<file path="config.mk">
export PLATFORM = sky130hd
export DESIGN_NAME = uart_rx_rtsq
export DESIGN_NICKNAME = d
export VERILOG_FILES = /design/src/rtl/rxq_pkg.sv /design/src/rtl/rxq_sampler.sv /design/src/rtl/rxq_fifo.sv /design/src/rtl/rxq_rts_ctl.sv /design/src/rtl/uart_rx_rtsq.sv
export SDC_FILE = /design/constraint.sdc
export NUM_CORES = 1
export LEC_CHECK = 0
export BUFFER_PORTS_ARGS = -buffer_cell sky130_fd_sc_hd__buf_2
export CAP_MARGIN = 20
export CORE_UTILIZATION = 54
export CTS_CLUSTER_SIZE = 25
export DETAILED_ROUTE_END_ITERATION = 8
export PLACE_DENSITY = 0.73
export SETUP_SLACK_MARGIN = 0.3
export SYNTH_ARGS = -nofsm -noshare
export SYNTH_HDL_FRONTEND = slang
export SYNTH_SLANG_ARGS = --single-unit
</file>
<file path="constraint.sdc">
create_clock -name clk -period 3.6 [get_ports clk]
set_input_delay 0.36 -clock clk [delete_from_list [all_inputs] [get_ports clk]]
set_output_delay 0.36 -clock clk [all_outputs]
set_load 0.01 [all_outputs]
</file>
<file path="src/rtl/rxq_pkg.sv">
package rxq_pkg;

   typedef enum logic [2:0] {
      RX_IDLE,
      RX_START,
      RX_DATA,
      RX_PAR,
      RX_STOP,
      RX_WAITHI
   } rx_state_e;

   typedef struct packed {
      logic brk;
      logic ferr;
      logic perr;
   } rx_flags_t;

   localparam int FLAG_W = 3;

   // threshold in entries for a 2-bit select, scaled to the queue depth
   function automatic int trig_count(input logic [1:0] sel, input int depth);
      case (sel)
         2'd0:    return 1;
         2'd1:    return depth / 4;
         2'd2:    return depth / 2;
         default: return depth - 2;
      endcase
   endfunction

endpackage

</file>
<file path="src/rtl/rxq_sampler.sv">
module rxq_sampler
   import rxq_pkg::*;
#(
   parameter int DATA_W      = 8,
   parameter int OS_RATE     = 16,
   parameter int SYNC_STAGES = 2
) (
   input  logic              clk,
   input  logic              rst_n,
   input  logic              baud_tick,
   input  logic              serial_in,
   input  logic [1:0]        char_len,
   input  logic              parity_en,
   input  logic              parity_odd,
   output logic              push,
   output logic [DATA_W-1:0] push_data,
   output rx_flags_t         push_flags,
   output logic              first_bit
);

   localparam int CNT_W = $clog2(OS_RATE);
   localparam int IDX_W = $clog2(DATA_W);
   localparam logic [CNT_W-1:0] MID_CNT  = CNT_W'(OS_RATE / 2 - 1);
   localparam logic [CNT_W-1:0] LAST_CNT = CNT_W'(OS_RATE - 1);
   localparam logic [IDX_W-1:0] MIN_LAST = IDX_W'(DATA_W - 4);

   if (OS_RATE < 4 || (OS_RATE & (OS_RATE - 1)) != 0) begin : g_bad_os
      $error("OS_RATE must be a power of two, at least 4");
   end
   if (DATA_W < 5) begin : g_bad_w
      $error("DATA_W must be at least 5");
   end

   logic rx_s;

   if (SYNC_STAGES == 0) begin : g_nosync
      assign rx_s = serial_in;
   end else begin : g_sync
      logic [SYNC_STAGES-1:0] sr;
      always_ff @(posedge clk or negedge rst_n) begin
         if (!rst_n) begin
            sr <= '1;
         end else begin
            sr[0] <= serial_in;
            for (int k = 1; k < SYNC_STAGES; k++) sr[k] <= sr[k-1];
         end
      end
      assign rx_s = sr[SYNC_STAGES-1];
   end

   rx_state_e         st;
   logic [CNT_W-1:0]  cnt;
   logic [IDX_W-1:0]  idx;
   logic [DATA_W-1:0] shreg;
   logic              pbit;
   logic [IDX_W-1:0]  last_idx;
   logic              bit_due;
   logic              par_bad;
   logic              is_break;

   assign last_idx = MIN_LAST + IDX_W'(char_len);
   assign bit_due  = (cnt == LAST_CNT);
   assign par_bad  = parity_en & (^shreg ^ pbit ^ parity_odd);
   assign is_break = (shreg == '0) & (~parity_en | ~pbit) & ~rx_s;

   always_ff @(posedge clk or negedge rst_n) begin
      if (!rst_n) begin
         st         <= RX_IDLE;
         cnt        <= '0;
         idx        <= '0;
         shreg      <= '0;
         pbit       <= 1'b0;
         push       <= 1'b0;
         push_data  <= '0;
         push_flags <= '0;
         first_bit  <= 1'b0;
      end else begin
         push      <= 1'b0;
         first_bit <= 1'b0;
         if (baud_tick) begin
            case (st)
               RX_IDLE: begin
                  cnt <= '0;
                  if (!rx_s) st <= RX_START;
               end
               RX_START: begin
                  if (cnt == MID_CNT) begin
                     cnt   <= '0;
                     idx   <= '0;
                     shreg <= '0;
                     pbit  <= 1'b0;
                     st    <= rx_s ? RX_IDLE : RX_DATA;
                  end else begin
                     cnt <= cnt + CNT_W'(1);
                  end
               end
               RX_DATA: begin
                  cnt <= cnt + CNT_W'(1);
                  if (bit_due) begin
                     shreg[idx] <= rx_s;
                     first_bit  <= (idx == '0);
                     idx        <= idx + IDX_W'(1);
                     if (idx == last_idx) st <= parity_en ? RX_PAR : RX_STOP;
                  end
               end
               RX_PAR: begin
                  cnt <= cnt + CNT_W'(1);
                  if (bit_due) begin
                     pbit <= rx_s;
                     st   <= RX_STOP;
                  end
               end
               RX_STOP: begin
                  cnt <= cnt + CNT_W'(1);
                  if (bit_due) begin
                     push            <= 1'b1;
                     push_data       <= shreg;
                     push_flags.perr <= par_bad;
                     push_flags.ferr <= ~rx_s;
                     push_flags.brk  <= is_break;
                     st              <= rx_s ? RX_IDLE : RX_WAITHI;
                  end
               end
               RX_WAITHI: begin
                  cnt <= '0;
                  if (rx_s) st <= RX_IDLE;
               end
               default: st <= RX_IDLE;
            endcase
         end
      end
   end


   push_pulse_chk: assert property (@(posedge clk) disable iff (!rst_n)
      push |=> !push);


   brk_ferr_chk: assert property (@(posedge clk) disable iff (!rst_n)
      (push && push_flags.brk) |-> push_flags.ferr);


   waithi_hold_chk: assert property (@(posedge clk) disable iff (!rst_n)
      (st == RX_WAITHI && !rx_s) |=> (st == RX_WAITHI));

endmodule

</file>
<file path="src/rtl/rxq_fifo.sv">
module rxq_fifo #(
   parameter int ENT_W = 11,
   parameter int DEPTH = 16
) (
   input  logic                       clk,
   input  logic                       rst_n,
   input  logic                       push,
   input  logic [ENT_W-1:0]           push_ent,
   input  logic                       pop,
   input  logic                       status_rd,
   output logic [ENT_W-1:0]           head_ent,
   output logic [$clog2(DEPTH):0]     level,
   output logic                       pop_ok,
   output logic                       overrun
);

   localparam int ADDR_W = $clog2(DEPTH);
   localparam int LVL_W  = ADDR_W + 1;
   localparam logic [LVL_W-1:0] FULL_LVL = LVL_W'(DEPTH);

   if ((DEPTH & (DEPTH - 1)) != 0 || DEPTH < 16) begin : g_bad_depth
      $error("DEPTH must be a power of two, at least 16");
   end

   logic [ENT_W-1:0]  mem [DEPTH];
   logic [ADDR_W-1:0] wptr, rptr;
   logic              full, empty, push_ok;

   assign full     = (level == FULL_LVL);
   assign empty    = (level == '0);
   assign push_ok  = push & ~full;
   assign pop_ok   = pop & ~empty;
   assign head_ent = mem[rptr];

   always_ff @(posedge clk) begin
      if (push_ok) mem[wptr] <= push_ent;
   end

   always_ff @(posedge clk or negedge rst_n) begin
      if (!rst_n) begin
         wptr    <= '0;
         rptr    <= '0;
         level   <= '0;
         overrun <= 1'b0;
      end else begin
         if (push_ok) wptr <= wptr + ADDR_W'(1);
         if (pop_ok)  rptr <= rptr + ADDR_W'(1);
         case ({push_ok, pop_ok})
            2'b10:   level <= level + LVL_W'(1);
            2'b01:   level <= level - LVL_W'(1);
            default: level <= level;
         endcase
         if (push && full)   overrun <= 1'b1;
         else if (status_rd) overrun <= 1'b0;
      end
   end


   level_bound_chk: assert property (@(posedge clk) disable iff (!rst_n)
      level <= FULL_LVL);


   empty_pop_chk: assert property (@(posedge clk) disable iff (!rst_n)
      (pop && level == '0 && !push) |=> (level == '0));


   overrun_set_chk: assert property (@(posedge clk) disable iff (!rst_n)
      (push && level == FULL_LVL) |=> overrun);


   full_drop_chk: assert property (@(posedge clk) disable iff (!rst_n)
      (push && !pop && level == FULL_LVL) |=> (level == FULL_LVL));

endmodule

</file>
<file path="src/rtl/rxq_rts_ctl.sv">
module rxq_rts_ctl
   import rxq_pkg::*;
#(
   parameter int DEPTH = 16
) (
   input  logic                   clk,
   input  logic                   rst_n,
   input  logic [1:0]             trig_sel,
   input  logic                   flow_auto,
   input  logic                   rts_request,
   input  logic [$clog2(DEPTH):0] level,
   input  logic                   pop_ok,
   input  logic                   first_bit,
   output logic                   rts_n
);

   localparam int LVL_W = $clog2(DEPTH) + 1;
   localparam logic [LVL_W-1:0] NEAR_FULL = LVL_W'(DEPTH - 1);

   logic [LVL_W-1:0] trig_lvl;
   logic             top_mode;
   logic             hold;

   assign trig_lvl = LVL_W'(trig_count(trig_sel, DEPTH));
   assign top_mode = (trig_sel == 2'b11);

   always_ff @(posedge clk or negedge rst_n) begin
      if (!rst_n) begin
         hold <= 1'b0;
      end else if (top_mode) begin
         if (first_bit && level >= NEAR_FULL) hold <= 1'b1;
         else if (pop_ok || level == '0)     hold <= 1'b0;
      end else begin
         if (level >= trig_lvl)  hold <= 1'b1;
         else if (level == '0)   hold <= 1'b0;
      end
   end

   assign rts_n = flow_auto ? ~(rts_request & ~hold) : ~rts_request;


   low_trig_stop_chk: assert property (@(posedge clk) disable iff (!rst_n)
      (!top_mode && level >= trig_lvl) |=> (rts_n || !flow_auto || !rts_request));


   low_trig_keep_chk: assert property (@(posedge clk) disable iff (!rst_n)
      (hold && !top_mode && level != '0) |=> hold);


   top_release_chk: assert property (@(posedge clk) disable iff (!rst_n)
      (top_mode && pop_ok && !first_bit) |=> !hold);


   top_stop_chk: assert property (@(posedge clk) disable iff (!rst_n)
      (top_mode && first_bit && level >= NEAR_FULL) |=> (rts_n || !flow_auto || !rts_request));

endmodule

</file>
<file path="src/rtl/uart_rx_rtsq.sv">
module uart_rx_rtsq
   import rxq_pkg::*;
#(
   parameter int DATA_W      = 8,
   parameter int DEPTH       = 16,
   parameter int OS_RATE     = 16,
   parameter int SYNC_STAGES = 2
) (
   input  logic                   clk,
   input  logic                   rst_n,
   input  logic                   baud_tick,
   input  logic                   serial_in,
   input  logic [1:0]             char_len,
   input  logic                   parity_en,
   input  logic                   parity_odd,
   input  logic                   flow_auto,
   input  logic                   rts_request,
   input  logic [1:0]             trig_sel,
   input  logic                   pop,
   input  logic                   status_rd,
   output logic [DATA_W-1:0]      rx_data,
   output logic                   rx_perr,
   output logic                   rx_ferr,
   output logic                   rx_brk,
   output logic [$clog2(DEPTH):0] rx_level,
   output logic                   overrun,
   output logic                   rts_n
);

   localparam int ENT_W = DATA_W + FLAG_W;

   logic              push, first_bit, pop_ok;
   logic [DATA_W-1:0] push_data;
   rx_flags_t         push_flags, head_flags;
   logic [ENT_W-1:0]  head_ent;

   rxq_sampler #(
      .DATA_W(DATA_W), .OS_RATE(OS_RATE), .SYNC_STAGES(SYNC_STAGES)
   ) u_sampler (
      .clk(clk), .rst_n(rst_n), .baud_tick(baud_tick), .serial_in(serial_in),
      .char_len(char_len), .parity_en(parity_en), .parity_odd(parity_odd),
      .push(push), .push_data(push_data), .push_flags(push_flags),
      .first_bit(first_bit)
   );

   rxq_fifo #(.ENT_W(ENT_W), .DEPTH(DEPTH)) u_fifo (
      .clk(clk), .rst_n(rst_n), .push(push), .push_ent({push_flags, push_data}),
      .pop(pop), .status_rd(status_rd), .head_ent(head_ent), .level(rx_level),
      .pop_ok(pop_ok), .overrun(overrun)
   );

   rxq_rts_ctl #(.DEPTH(DEPTH)) u_rts (
      .clk(clk), .rst_n(rst_n), .trig_sel(trig_sel), .flow_auto(flow_auto),
      .rts_request(rts_request), .level(rx_level), .pop_ok(pop_ok),
      .first_bit(first_bit), .rts_n(rts_n)
   );

   assign rx_data    = head_ent[DATA_W-1:0];
   assign head_flags = head_ent[ENT_W-1:DATA_W];
   assign rx_perr    = head_flags.perr;
   assign rx_ferr    = head_flags.ferr;
   assign rx_brk     = head_flags.brk;

endmodule

</file>
# == Yosys cells after proc, flatten, opt, wreduce, memory -nomap -nowiden ==
# Memories as Yosys holds them, arrays and structs flattened.
# Cells that the tools add are included.
# totals
ff_bits,49
latchBits,0
romBits,0
n_memories,1
ram_bits,176
input_bits,14
# classes
magnitude_cmp,4
eq_ne,22
bitwise,17
multipliers,0
shift,0
addsub,7
mux,43
div_mod_pow,0
n_reduce_logical,24
# memory_table
name,depth,word_bits,rd,rd_ports_with_merged_regs,wr,line,source
u_fifo.mem,16,11,1,0,1,rxq_fifo.sv:25,logic [ENT_W-1:0] mem [DEPTH];
# ops
op,count
$mux W3,11
$pmux W4 S3,2
$mux W1,19
$pmux W3 S6,1
$mux W8,2
$pmux W8 S2,1
$add A4 B1 Y4 const B,3
$ne A2 B1 Y1 const B,6
$pmux W5 S2,1
$bwmux W8,1
$logic_not A8 Y1,1
$not A1 Y1,8
$reduce_and A4 Y1,2
$reduce_and A8 Y1,1
$reduce_bool A2 Y1,4
$reduce_xor A8 Y1,1
$and A1 B1 Y1,6
$eq A2 B2 Y1 const B,3
$eq A3 B2 Y1 const B,2
$eq A3 B3 Y1 const B,2
$logic_not A3 Y1,2
$pmux W3 S2,1
$reduce_bool A3 Y1,2
$add A5 B1 Y5 const B,1
other kinds (29),34

# == Logic depth before layout (Yosys ltp) ==
# Gate-level depths: netlist (run 1).
# depth
ltp_word,7
ltp_mapped,13
mapped_depth_nobuf,10

# == Hierarchy ==
# A second synthesis (run 1) with hierarchy kept.
# unflattened
cells_unflattened,651
area_unflattened_um2,9843.2
# modules_own_cells
module,area_each_um2,n_inst,cells_per_inst
rxq_fifo,7694.9,1,421
rxq_sampler,1959.4,1,204
rxq_rts_ctl,188.9,1,26

# == Least setup slack after synthesis (run 1) ==
# OpenSTA, ideal clock, no wires.
# synth_path
kind,reg2reg
from,reg u_fifo.level[1]
to,reg u_fifo.level[4]
required_time_ns,3.477
path_buffers,3
t_arrival_ns,2.837
setup_ns,0.123
stages_incl_launch_ff,14
setup_slack_ns,0.640
path_cell_list,dfrtp_1 -> clkbuf_2 -> or4_4 -> o21a_1 -> buf_2 -> inv_1 -> ha_1 -> clkbuf_1 -> xor2_1 -> ha_1 -> o211a_1 -> o31ai_1 -> a31oi_1 -> xnor2_1
# synth_between
elab_chain_cells,5
word_cells_on_any_way,12
classes_between,add/sub (2); eq/ne (3); mux (1); bitwise (4); reduce/logical (2)
# synth_rtl
element,line,source
"start, declared",rxq_fifo.sv:12,"output logic [$clog2(DEPTH):0] level,"
"start signal, assigned",rxq_fifo.sv:49,2'b10: level <= level + LVL_W'(1);
"start signal, assigned",rxq_fifo.sv:50,2'b01: level <= level - LVL_W'(1);
"start signal, assigned",rxq_fifo.sv:51,default: level <= level;
$eq A5 B5 Y1 or $logic_not A5 Y1 (tied branches),"rxq_fifo.sv:29, rxq_fifo.sv:30",
"$not A1 Y1, on equally long branches","rxq_fifo.sv:31, rxq_fifo.sv:32",
"$and A1 B1 Y1, on equally long branches","rxq_fifo.sv:31, rxq_fifo.sv:32",
$eq A2 B1 Y1 or $eq A2 B2 Y1 (tied branches),rxq_fifo.sv:48,"case ({push_ok, pop_ok})"
$pmux W5 S2 or $reduce_bool A2 Y1 (tied branches),n/a,
# Several ways; a longest one is shown, not always the timed one.
# A chain may end at the register's enable or synchronous reset.

# == Worst setup path in the final report (run 1) ==
# Same ends and word-level chain as after synthesis.

==> results of run 1 <==
-- per-stage QoR --
| stage | instances | cell area (um2) | worst slack, ns | hold slack [ns] |
|---|---|---|---|---|
| floorplan | 557 | 9540 | 0.640 | 0.0644 |
| global route | 845 | 10700 | 0.422 | 0.0538 |
| detailed placement | 801 | 10000 | 0.642 | 0.349 |
| finish | 845 | 10700 | 0.589 | 0.0587 |
| global placement | 801 | 10000 | 0.731 | 0.350 |
| CTS | 843 | 10700 | 0.578 | 0.0531 |
-- cell usage in the layout (no fill, tap or decap), drive strengths merged, types with 3 or more instances in the layout --
| cell | instances |
|---|---|
| mux4 | 55 |
| buf | 53 |
| inv | 26 |
| mux2 | 11 |
| o311ai | 4 |
| nand2 | 30 |
| clkbuf | 33 |
| a211oi | 4 |
| nand3 | 4 |
| clkinv | 7 |
| nor2b | 3 |
| o2bb2ai | 3 |
| nand4 | 5 |
| ha | 20 |
| edfxtp | 176 |
| o41ai | 4 |
| a21oi | 6 |
| nor2 | 22 |
| nand3b | 3 |
| a31oi | 6 |
| o21a | 4 |
| nand2b | 5 |
| dfrtp | 47 |
| nor3 | 6 |
| o22ai | 4 |
| o21ai | 24 |
| xnor2 | 13 |
| xor2 | 5 |
-- state kept, by name, indices dropped and copies added (netlist names), 2 cells and up --
name	count
u_sampler.idx	3
u_fifo.wptr	4
u_sampler.shreg	8
u_sampler.st	3
u_fifo.level	5
u_fifo.rptr	4
u_fifo.mem	176
u_sampler.cnt	4
u_sampler.g_sync.sr	2
u_sampler.push_flags	3
u_sampler.push_data	8
-- per-layer routing --
metal | vias up | part of all wire (%) | track usage, %
met1 | 2613 | 41 | 29.0
met5 | - | 0 | 0
met3 | 25 | 5.4 | 2.97
met4 | 0 | 1.9 | 6.30
li1 | 2287 | - | -
met2 | 152 | 51 | 36.9
-- cell type report --
type	instances	area, um2	area share, %
flip-flops and latches	225	6520	60.8
clock buffers	33	623	5.81
clock inverters	8	41.3	0.385
repair buffers	55	378	3.52
multi-input cells	274	2790	26.0
inverters	25	93.8	0.875
well taps	225	282	2.63
-- where the power goes --
group / internal [mW] / switching [mW] / leakage (nW)
Combinational: 0.686 / 0.514 / 1.17
Sequential: 2.86 / 0.352 / 2.05
Clock: 1.20 / 0.913 / 0.328
Total: 4.75 / 1.78 / 3.54
-- worst max-delay path, delay by kind of cell (launching register included) --
kind	cells	cell delay, ns
buffers and inverters	1	0.12
DFF	1	0.47
and+or+nand+nor	1	0.61
AOI/OAI and AO/OA	4	0.83
xor gates and xnor gates	2	0.27
adders and majority gates	2	0.60
-- how the worst max path moves through the flow --
stage | start | end | depth (start not counted)
2_1_floorplan | u_fifo.level[1] | u_fifo.level[4] | 13
3_3_place_gp | u_fifo.level[1] | u_fifo.level[4] | 10
3_5_place_dp | u_fifo.level[1] | u_fifo.level[4] | 10
4_1_cts | u_fifo.rptr[0] | rx_data[0] | 4
5_1_grt | u_fifo.level[1] | u_fifo.level[4] | 10
6_report | u_fifo.level[1] | u_fifo.level[4] | 10
-- cells by family after synthesis --
kind of cell             count (synthesis)  synth area share, %
AO/OA/AOI/OAI                           73                 5.10
adder cells (fa/ha/maj)                 20                 2.62
flip-flops                             225                 68.3
multiplexers                            67                 14.4
XOR/XNOR                                18                 1.65
AND/OR/NAND/NOR                         96                 5.17
buffers and inverters                   58                 2.79
==> reports/results.ini, run 1 <==
[status]
status = finished, final reports clean

[route]
drt_pre_antenna_iters = 5
drt_iter0_drc = 541
routed_wl_um = 18400
vias_per_cell = 6.01
ant_nets = 0
vias = 5077
avgRoutedWirePerCell_um = 21.8
drc = 0

[worst_setup_path]
critPathKind = flop to flop
critPathArrivalTime_ns = 3.40
cp_slowest_stage_delay_ns = 0.61
cp_max_fo = 10
endpoint_kind = flop
critical_path.cell_chain = or4_4 > o21a_1 > inv_1 > ha_1 > xor2_1 > ha_1 > o211a_1 > o31ai_1 > a31oi_1 > xnor2_1
r2r_start = u_fifo.level[1]
crit_slowest_cell = or4_4
r2r_end = u_fifo.level[4]
critPathLaunchType = flop
r2r_setup_slack_ns = 0.59
required_ns = 3.99
worst_r2r_path_depth = 10
timing.critical_path.mode_cell = ha_1

[synth]
synth_nets = 591
synth_ff_type = edfxtp_1
ys_top_cells_by_area = edfxtp_1 55%, mux4_2 13%, dfrtp_1 12%, ha_1 2.6%, mux2_2 1.3%
async_reset_ff_share_pct = 21.8
yosys.cell_count.top_type = edfxtp_1
yosysTopAreaCellShare_pct = 55.4
syn-mean-instance-area_um2 = 17.1
synth_top_area_cell = edfxtp_1
synth_edf_count = 176
synth.distinct_cells = 60
yosysWarnings = 0
synthCells = 557
synth_area_mm2 = 0.00954
synthTopCellsByCount = 176 x edfxtp_1, 55 x mux4_2, 47 x dfrtp_1, 29 x nand2_1, 25 x inv_1
ys_ff_latch = 225
ys_seq_area_share_pct = 68.3

[clocking]
cts_buffer_depth = 3
clk_latency_ns = 0.51
cts-resized-gates = 0
cts_tree = done
clock_sinks = 225
cts_root_buffer = clkbuf_16
cts_buffers = 23
path_clk_slew_ns = 0.06
cts_setup_buffers = 0
hold_buffers = 1
cts_htree_levels = 1

[run]
maxCapViolCount = 0

[floorplanning]
initial_core_util_pct = 55.2
num_rows = 48
core_area_mm2 = 0.0173
dieWidth_um = 135
ios = 32
die-height_um = 135
dieArea_mm2 = 0.0182

[sta]
finalClockSkew_ns = 0.0104
finalMaxSlewViolations = 0
worstMarginPinSlew_ns = 1.04
tns_ns = 0
rsz0062_at_grt = no
setup_viol = 0
max-slew-margin-rel_pct = 30.6
hold_violations = 0
finalCritPeriodShare_pct = 83.6
timing.fmax_mhz = 332
period_needed_ns = 3.01

[power]
power_density_mw_per_mm2 = 609
leakagePower_nw = 3.54
peakVddDrop_v = 0.000328
total_power_mw = 6.53

[global_route]
grt_pass1_vias = 5177
grt_max_degree = 50
antenna_found_initial = 0
grt_pass1_wl_um = 29000
track_usage_pct = 21.5
grt_overflow_total = 0

[worst_hold_path]
hold_path_end = u_fifo.overrun
hold-path-cell-count = 2
min_path_type = primary input to flop
hp-start = status_rd

[placed_design]
dp.final_hpwl_um = 11400
port_buffers = 31
place_congestion = 0.831

[cells_and_area]
nets = 638
drive_above_1_share_pct = 26.5
n_fill_cell = 1247
syn_to_final_growth_pct = 12.4
antenna_cells = 0
postLayoutCoreUtil_pct = 62.0

(Power assumes the default switching activity.)
==> run 2: changes to the inputs <==
--- a/config.mk
+++ b/config.mk
@@ -5,6 +5,7 @@
 export SDC_FILE = /design/constraint.sdc
 export NUM_CORES = 1
 export LEC_CHECK = 0
+export ABC_AREA = 1
 export BUFFER_PORTS_ARGS = -buffer_cell sky130_fd_sc_hd__buf_2
 export CAP_MARGIN = 20
 export CORE_UTILIZATION = 54
==> constraint.sdc (replaced) <==
create_clock -name clk -period 3.1 [get_ports clk]
set_input_delay 0.31 -clock clk [delete_from_list [all_inputs] [get_ports clk]]
set_output_delay 0.31 -clock clk [all_outputs]
set_load 0.01 [all_outputs]
==> reports/results.ini, run 2 <==
[status]
status = finished with violations
failed_checks = DRC

[route]
wl_met1_um = 9810  ; +29%
avgRoutedWirePerCell_um = 17.7  ; -19%
vias_per_cell = 5.62  ; -6.5%
drc = 2  ; +2
routed_wl_um = 22000  ; +19%
vias = 6986  ; +38%
dr_wl_met2_um = 10700  ; +12%
wl_met3_um = 1090  ; +10%
drt_iter0_drc = 694  ; +28%
dr.max_layer_used = met4
ant_nets = 0  ; unchanged
drt_pre_antenna_iters = 9  ; +4

[sta]
rsz0062_at_grt = no
worstMarginPinSlew_ns = 0.737  ; -0.304 ns
setup_viol = 0  ; unchanged
finalCritPeriodShare_pct = 84.5
finalMaxSlewViolations = 0  ; unchanged
finalClockSkew_ns = 0.0216  ; +0.0112 ns
period_needed_ns = 2.62
max-slew-margin-rel_pct = 50.8  ; +20 points
setup_slack_ns = 0.479  ; -0.109 ns
tns_ns = 0  ; unchanged
timing.fmax_mhz = 382
hold_violations = 0  ; unchanged

[synth]
yosys.cell_count.top_type = edfxtp_1
synth_nets = 991  ; +68%
synth_top_area_cell = edfxtp_1
yosysTopAreaCellShare_pct = 52.0  ; -3.4 points
synth_area_mm2 = 0.0102  ; +6.5%
synth.distinct_cells = 40  ; -33%
synth_ff_type = edfxtp_1
synthTopCellsByCount = 176 x edfxtp_1, 163 x nor2_1, 136 x nand2_1, 98 x o21ai_0, 83 x nand3_1
ys_ff_latch = 225  ; unchanged
syn-mean-instance-area_um2 = 10.6  ; -38%
ys_seq_area_share_pct = 64.1  ; -4.2 points
ys_top_cells_by_area = edfxtp_1 52%, dfrtp_1 12%, nor2_1 6.0%, nand2_1 5.0%, o21ai_0 4.8%
synthCells = 957  ; +72%
yosysWarnings = 0  ; unchanged
synth_edf_count = 176  ; unchanged
async_reset_ff_share_pct = 21.8  ; unchanged

[power]
leakagePower_nw = 4.33  ; +22%
power_density_mw_per_mm2 = 843  ; +38%
peakVddDrop_v = 0.000527  ; +60%

[worst_setup_path]
crit_slowest_cell = inv_2
worst-path-buf-inv = 3  ; +2
endpoint_kind = primary output
critical_path.cell_chain = inv_2 > buf_4 > o21ai_0 > o211ai_1 > nand3_1 > nand2_1 > buf_2
cp_max_fo = 29  ; +19
required_ns = 2.79  ; -1.20 ns
critPathKind = flop to primary output
critPathLaunchType = flop
cp_slowest_stage_delay_ns = 0.40  ; -0.21 ns
critPathArrivalTime_ns = 2.31  ; -1.09 ns
path_delay_family = buffers and inverters

[cells_and_area]
layout_commonest_cell = edfxtp_1
largestRegisters = u_fifo.mem x176, u_sampler.push_data x8, u_sampler.shreg x8
top_register = u_fifo.mem
fin_cells = 1244  ; +47%
postLayoutCoreUtil_pct = 62.6  ; +0.58 points
syn_to_final_growth_pct = 12.1
antenna_cells = 0  ; unchanged
largest_register_ffs = 176  ; unchanged
nets = 1031  ; +62%
final_cell_mix = 176 x edfxtp_1, 163 x nor2_1, 136 x nand2_1
drive_above_1_share_pct = 14.2  ; -12 points

[global_route]
grt_overflow_total = 0  ; unchanged
antenna_found_initial = 0  ; unchanged
grt_pass1_vias = 6858  ; +32%
track_usage_pct = 23.5  ; +2.0 points
grt_pass1_wl_um = 35700  ; +23%
grt_max_degree = 102  ; +100%

[floorplanning]
dieArea_mm2 = 0.0194  ; +6.4%
ios = 32  ; unchanged
die-height_um = 139  ; +3.2%
num_rows = 49  ; +2.1%
initial_core_util_pct = 55.8  ; +0.65 points
dieWidth_um = 139  ; +3.2%
core_area_mm2 = 0.0182  ; +5.3%

[run]
maxCapViolCount = 0  ; unchanged

[clocking]
clock_sinks = 225  ; unchanged
cts_buffers = 24  ; +4.3%
path_clk_slew_ns = 0.06  ; about the same
cts_tree = done
cts_htree_levels = 1  ; unchanged
cts_root_buffer = clkbuf_16
clk_latency_ns = 0.52  ; about the same
cts_buffer_depth = 3  ; unchanged

[worst_hold_path]
min_path_type = primary input to flop

[placed_design]
dp.final_hpwl_um = 13500  ; +19%
place_congestion = 0.859  ; +3.4%
port_buffers = 31  ; unchanged
dpl_worst_slack_ns = 0.657  ; +0.0152 ns
placedCellCount = 1198  ; +50%

==> run 2: cell types whose count changed after synthesis, moves of 11 or more <==
cell,previous run,this run
o21ai_0,23,98
buf_2,5,17
mux4_2,55,0
nand3_1,4,83
nand2_1,29,136
mux2_2,11,0
o211ai_1,2,23
nor2_1,22,163
o21ai_1,1,12
nand2_2,1,12
inv_1,25,59
==> run 2: layout make-up <==
class | instances | area, um2
Sequential cell | 225 | 6520
Timing Repair Buffer | 59 | 389
Clock inverter | 10 | 119
Multi-Input combinational cell | 618 | 3130
Fill cell | 1394 | 6820
Tap cell | 229 | 287
Clock buffer | 34 | 688
Inverter | 69 | 262
==> run 2: worst paths after layout <==
check	from	end	slack, ns	cells after the start
max in group asynchronous	rst_n	u_sampler.push_data[3]	1.97	3
worst max register to register	u_fifo.level[1]	u_fifo.level[4]	0.62	18
worst min register to register	u_sampler.g_sync.sr[0]	u_sampler.g_sync.sr[1]	0.36	0
min in group asynchronous	rst_n	u_sampler.cnt[1]	0.39	2
worst max-delay path	u_fifo.rptr[1]	rx_data[0]	0.48	7
worst min-delay path	status_rd	u_fifo.overrun	0.01	2
==> run 2: logic make-up after synthesis <==
logic type / after synthesis / synth area share (%)
AND/OR/NAND/NOR: 421 / 18.0
flip-flops: 225 / 64.1
AO/OA/AOI/OAI: 165 / 9.28
buffers and inverters: 114 / 5.12
adder cells (fa/ha/maj): 20 / 2.46
XOR/XNOR: 11 / 0.948
multiplexers: 1 / 0.0985
==> run 2: what timing repair did <==
| item | CTS | global route |
|---|---|---|
| resized for setup | 1 | 3 |
| setup endpoints to repair | 3 | 7 |
| buffers inserted | 0 | 0 |
| hold buffers | 2 | 0 |
| pin swaps | 0 | 0 |
| endpoints found under the hold margin | 29 | 0 |
==> run 2: report_power, final <==
group | switching, mW | internal [mW]
combinational | 2.08 | 1.04
clock | 1.15 | 1.72
sequential | 0.227 | 3.38
total | 3.45 | 6.14
==> run 2: metal layers <==
metal | GRT usage, % | vias to the layer above
met1 | 32.4 | 3376
met2 | 39.4 | 192
met4 | 6.67 | 0
met3 | 2.97 | 36
met5 | 0 | -
li1 | - | 3382
==> run 2: metrics by stage <==
stage / total power [mW] / hold slack, ns / cell area, um2
4_1_cts: 9.64 / 0.00649 / 11400
2_1_floorplan: 5.94 / 0.0144 / 10200
6_report: 9.60 / 0.0121 / 11400
5_1_grt: 10.2 / 0.0122 / 11400
3_5_place_dp: 6.76 / 0.354 / 10600
3_3_place_gp: 6.68 / 0.346 / 10600
==> run 3: changes to the inputs <==
--- a/config.mk
+++ b/config.mk
@@ -11,7 +11,7 @@
 export CORE_UTILIZATION = 54
 export CTS_CLUSTER_SIZE = 25
 export DETAILED_ROUTE_END_ITERATION = 8
-export PLACE_DENSITY = 0.73
+export PLACE_DENSITY = 0.76
 export SETUP_SLACK_MARGIN = 0.3
 export SYNTH_ARGS = -nofsm -noshare
 export SYNTH_HDL_FRONTEND = slang
==> constraint.sdc (replaced) <==
create_clock -name clk -period 2.4 [get_ports clk]
set_input_delay 0.24 -clock clk [delete_from_list [all_inputs] [get_ports clk]]
set_output_delay 0.24 -clock clk [all_outputs]
set_load 0.01 [all_outputs]
==> reports/results.ini, run 3 (synthesis gave the netlist of run 2 again) <==
[status]
status = finished with violations
failed_checks = DRC

[cells_and_area]
top_register = u_fifo.mem
largestRegisters = u_fifo.mem x176, u_sampler.push_data x8, u_sampler.shreg x8
antenna_cells = 0  ; unchanged
final_cell_mix = 176 x edfxtp_1, 147 x nor2_1, 130 x nand2_1
layout_commonest_cell = edfxtp_1
syn_to_final_growth_pct = 21.4
largest_register_ffs = 176  ; unchanged
drive_above_1_share_pct = 23.1  ; +8.9 points
n_fill_cell = 1294  ; -7.2%
final_area_mm2 = 0.0123  ; +8.3%
nets = 1078  ; +4.6%

[floorplanning]
dieArea_mm2 = 0.0194  ; unchanged
initial_core_util_pct = 55.8  ; unchanged
dieWidth_um = 139  ; unchanged
num_rows = 49  ; unchanged
core_area_mm2 = 0.0182  ; unchanged
ios = 32  ; unchanged
die-height_um = 139  ; unchanged

[worst_setup_path]
endpoint_kind = primary output
required_ns = 2.16  ; -0.63 ns
critPathLaunchType = flop
critPathKind = flop to primary output
cp_max_fo = 39  ; +34%
critPathArrivalTime_ns = 2.11  ; -0.20 ns

[clocking]
path_clk_slew_ns = 0.06  ; about the same
cts_buffer_depth = 3  ; unchanged
clock_sinks = 225  ; unchanged
cts_tree = done
cts_htree_levels = 1  ; unchanged
cts_root_buffer = clkbuf_16
clk_latency_ns = 0.52  ; about the same
cts_buffers = 23  ; -4.2%

[worst_hold_path]
min_path_type = primary input to flop

[route]
ant_nets = 0  ; unchanged
avgRoutedWirePerCell_um = 19.3  ; +8.9%
vias_per_cell = 5.82  ; +3.6%
drt_pre_antenna_iters = 7  ; -2
vias = 7507  ; +7.5%
drt_iter0_drc = 716  ; +3.2%
routed_wl_um = 24900  ; +13%
drc = 2  ; unchanged

[global_route]
grt_pass1_wl_um = 38800  ; +8.8%
grt_max_degree = 47  ; -54%
grt_overflow_total = 0  ; unchanged
met3_usage_pct = 3.45  ; +0.48 points
busiest_layer = met2
track_usage_pct = 25.9  ; +2.4 points
use_met1_pct = 34.4  ; +2.0 points
grt_pass1_vias = 7261  ; +5.9%
globalRouteMet2Util_pct = 43.4  ; +4.0 points
antenna_found_initial = 0  ; unchanged

[sta]
hold_violations = 0  ; unchanged
finalCritPeriodShare_pct = 98.0
finalClockSkew_ns = 0.0163  ; -0.00524 ns
timing.fmax_mhz = 425
finalMaxSlewViolations = 0  ; unchanged
setup_viol = 0  ; unchanged
rsz0062_at_grt = yes
worstMarginPinSlew_ns = 0.694  ; -0.0436 ns
max-slew-margin-rel_pct = 53.7  ; +2.9 points
period_needed_ns = 2.35
tns_ns = 0  ; unchanged

[power]
combPwrFrac_pct = 41.1  ; +8.5 points
swShare_pct = 36.0  ; about the same
p_switching_mw = 5.19  ; +50%
p_int_mw = 9.22  ; +50%
leakagePower_nw = 4.72  ; +9.1%
clkPwrFrac_pct = 26.3  ; -3.5 points
seq_power_share_pct = 32.7  ; -4.9 points
peakVddDrop_v = 0.000866  ; +65%
power_density_mw_per_mm2 = 1170  ; +39%

[placed_design]
dp.final_hpwl_um = 13400  ; -0.65%
place_congestion = 0.843  ; -1.9%
port_buffers = 31  ; unchanged
placed_cell_area_mm2 = 0.0106  ; +0.71%

[run]
maxCapViolCount = 0  ; unchanged

==> run 3: cell count changes in the layout (fill, tap and decap cells not counted), sizes merged <==
cell / before / now
inv: 69 / 70
clkinvlp: 2 / 1
buf: 56 / 102
clkinv: 6 / 8
bufinv: 2 / 5
dlygate4sd3: 2 / 3
clkbuf: 35 / 29
==> run 3: path summary, 6_finish.rpt <==
kind,depth (start not counted),from,endpoint,slack (ns)
max in group asynchronous,4,rst_n,u_fifo.rptr[1],1.69
min,3,baud_tick,u_sampler.first_bit,0.04
max reg2reg,16,u_fifo.level[2],u_fifo.level[4],0.36
min in group asynchronous,2,rst_n,u_sampler.idx[2],0.08
max,7,u_fifo.rptr[0],rx_data[6],0.05
min reg2reg,0,u_sampler.g_sync.sr[0],u_sampler.g_sync.sr[1],0.36
==> run 3: metrics by stage <==
step	instances	worst slack [ns]	power [mW]	hold WS, ns	utilization [%]
after floorplan	957	0.230	7.68	-0.0556	-
after global placement	1206	0.379	8.70	0.346	58.4
after detailed placement	1206	0.319	8.80	0.347	58.4
after CTS	1274	0.108	13.9	0.0239	66.3
after global routing	1290	-0.0441	15.1	0.0304	67.8
final	1290	0.0479	14.4	0.0419	67.8
==> run 3: layer usage <==
layer	up-vias	part of all wire (%)
met5	-	0
met4	0	3.4
met3	63	7.4
met2	352	49
met1	3616	40
li1	3476	-
==> run 3: worst max-delay path: stages, from the launching register on <==
cell	delay, ns
dfrtp_2	0.45
buf_12	0.15
buf_16	0.19
o21ai_1	0.12
o211ai_1	0.30
nand3_1	0.14
nand2_1	0.09
buf_2	0.13
==> run 3: cell type report <==
cell class	count	area (um2)	share of cell area, %
flip-flops and latches	225	6520	52.9
inverters	69	269	2.18
repair buffers	106	1100	8.96
clock buffers	28	604	4.90
multi-input cells	618	3350	27.1
repair inverters	1	7.51	0.0609
well taps	229	287	2.32
clock inverters	14	194	1.57
==> run 3: what timing repair did <==
item,CTS,global route
cloned,9,1
hold buffers,3,0
pin swaps,33,14
setup buffers,14,14
endpoints found under the hold margin,41,0
setup endpoints to repair,12,15
gates resized for setup,98,38
==> run 3: power by group through the flow <==
stage	clock network [mW]	registers (mW)	logic (mW)
after floorplan	0	4.62	3.06
after global placement	0	4.73	3.97
after detailed placement	0	4.75	4.06
after CTS	3.82	4.70	5.35
after global routing	3.97	4.73	6.43
final	3.78	4.71	5.92
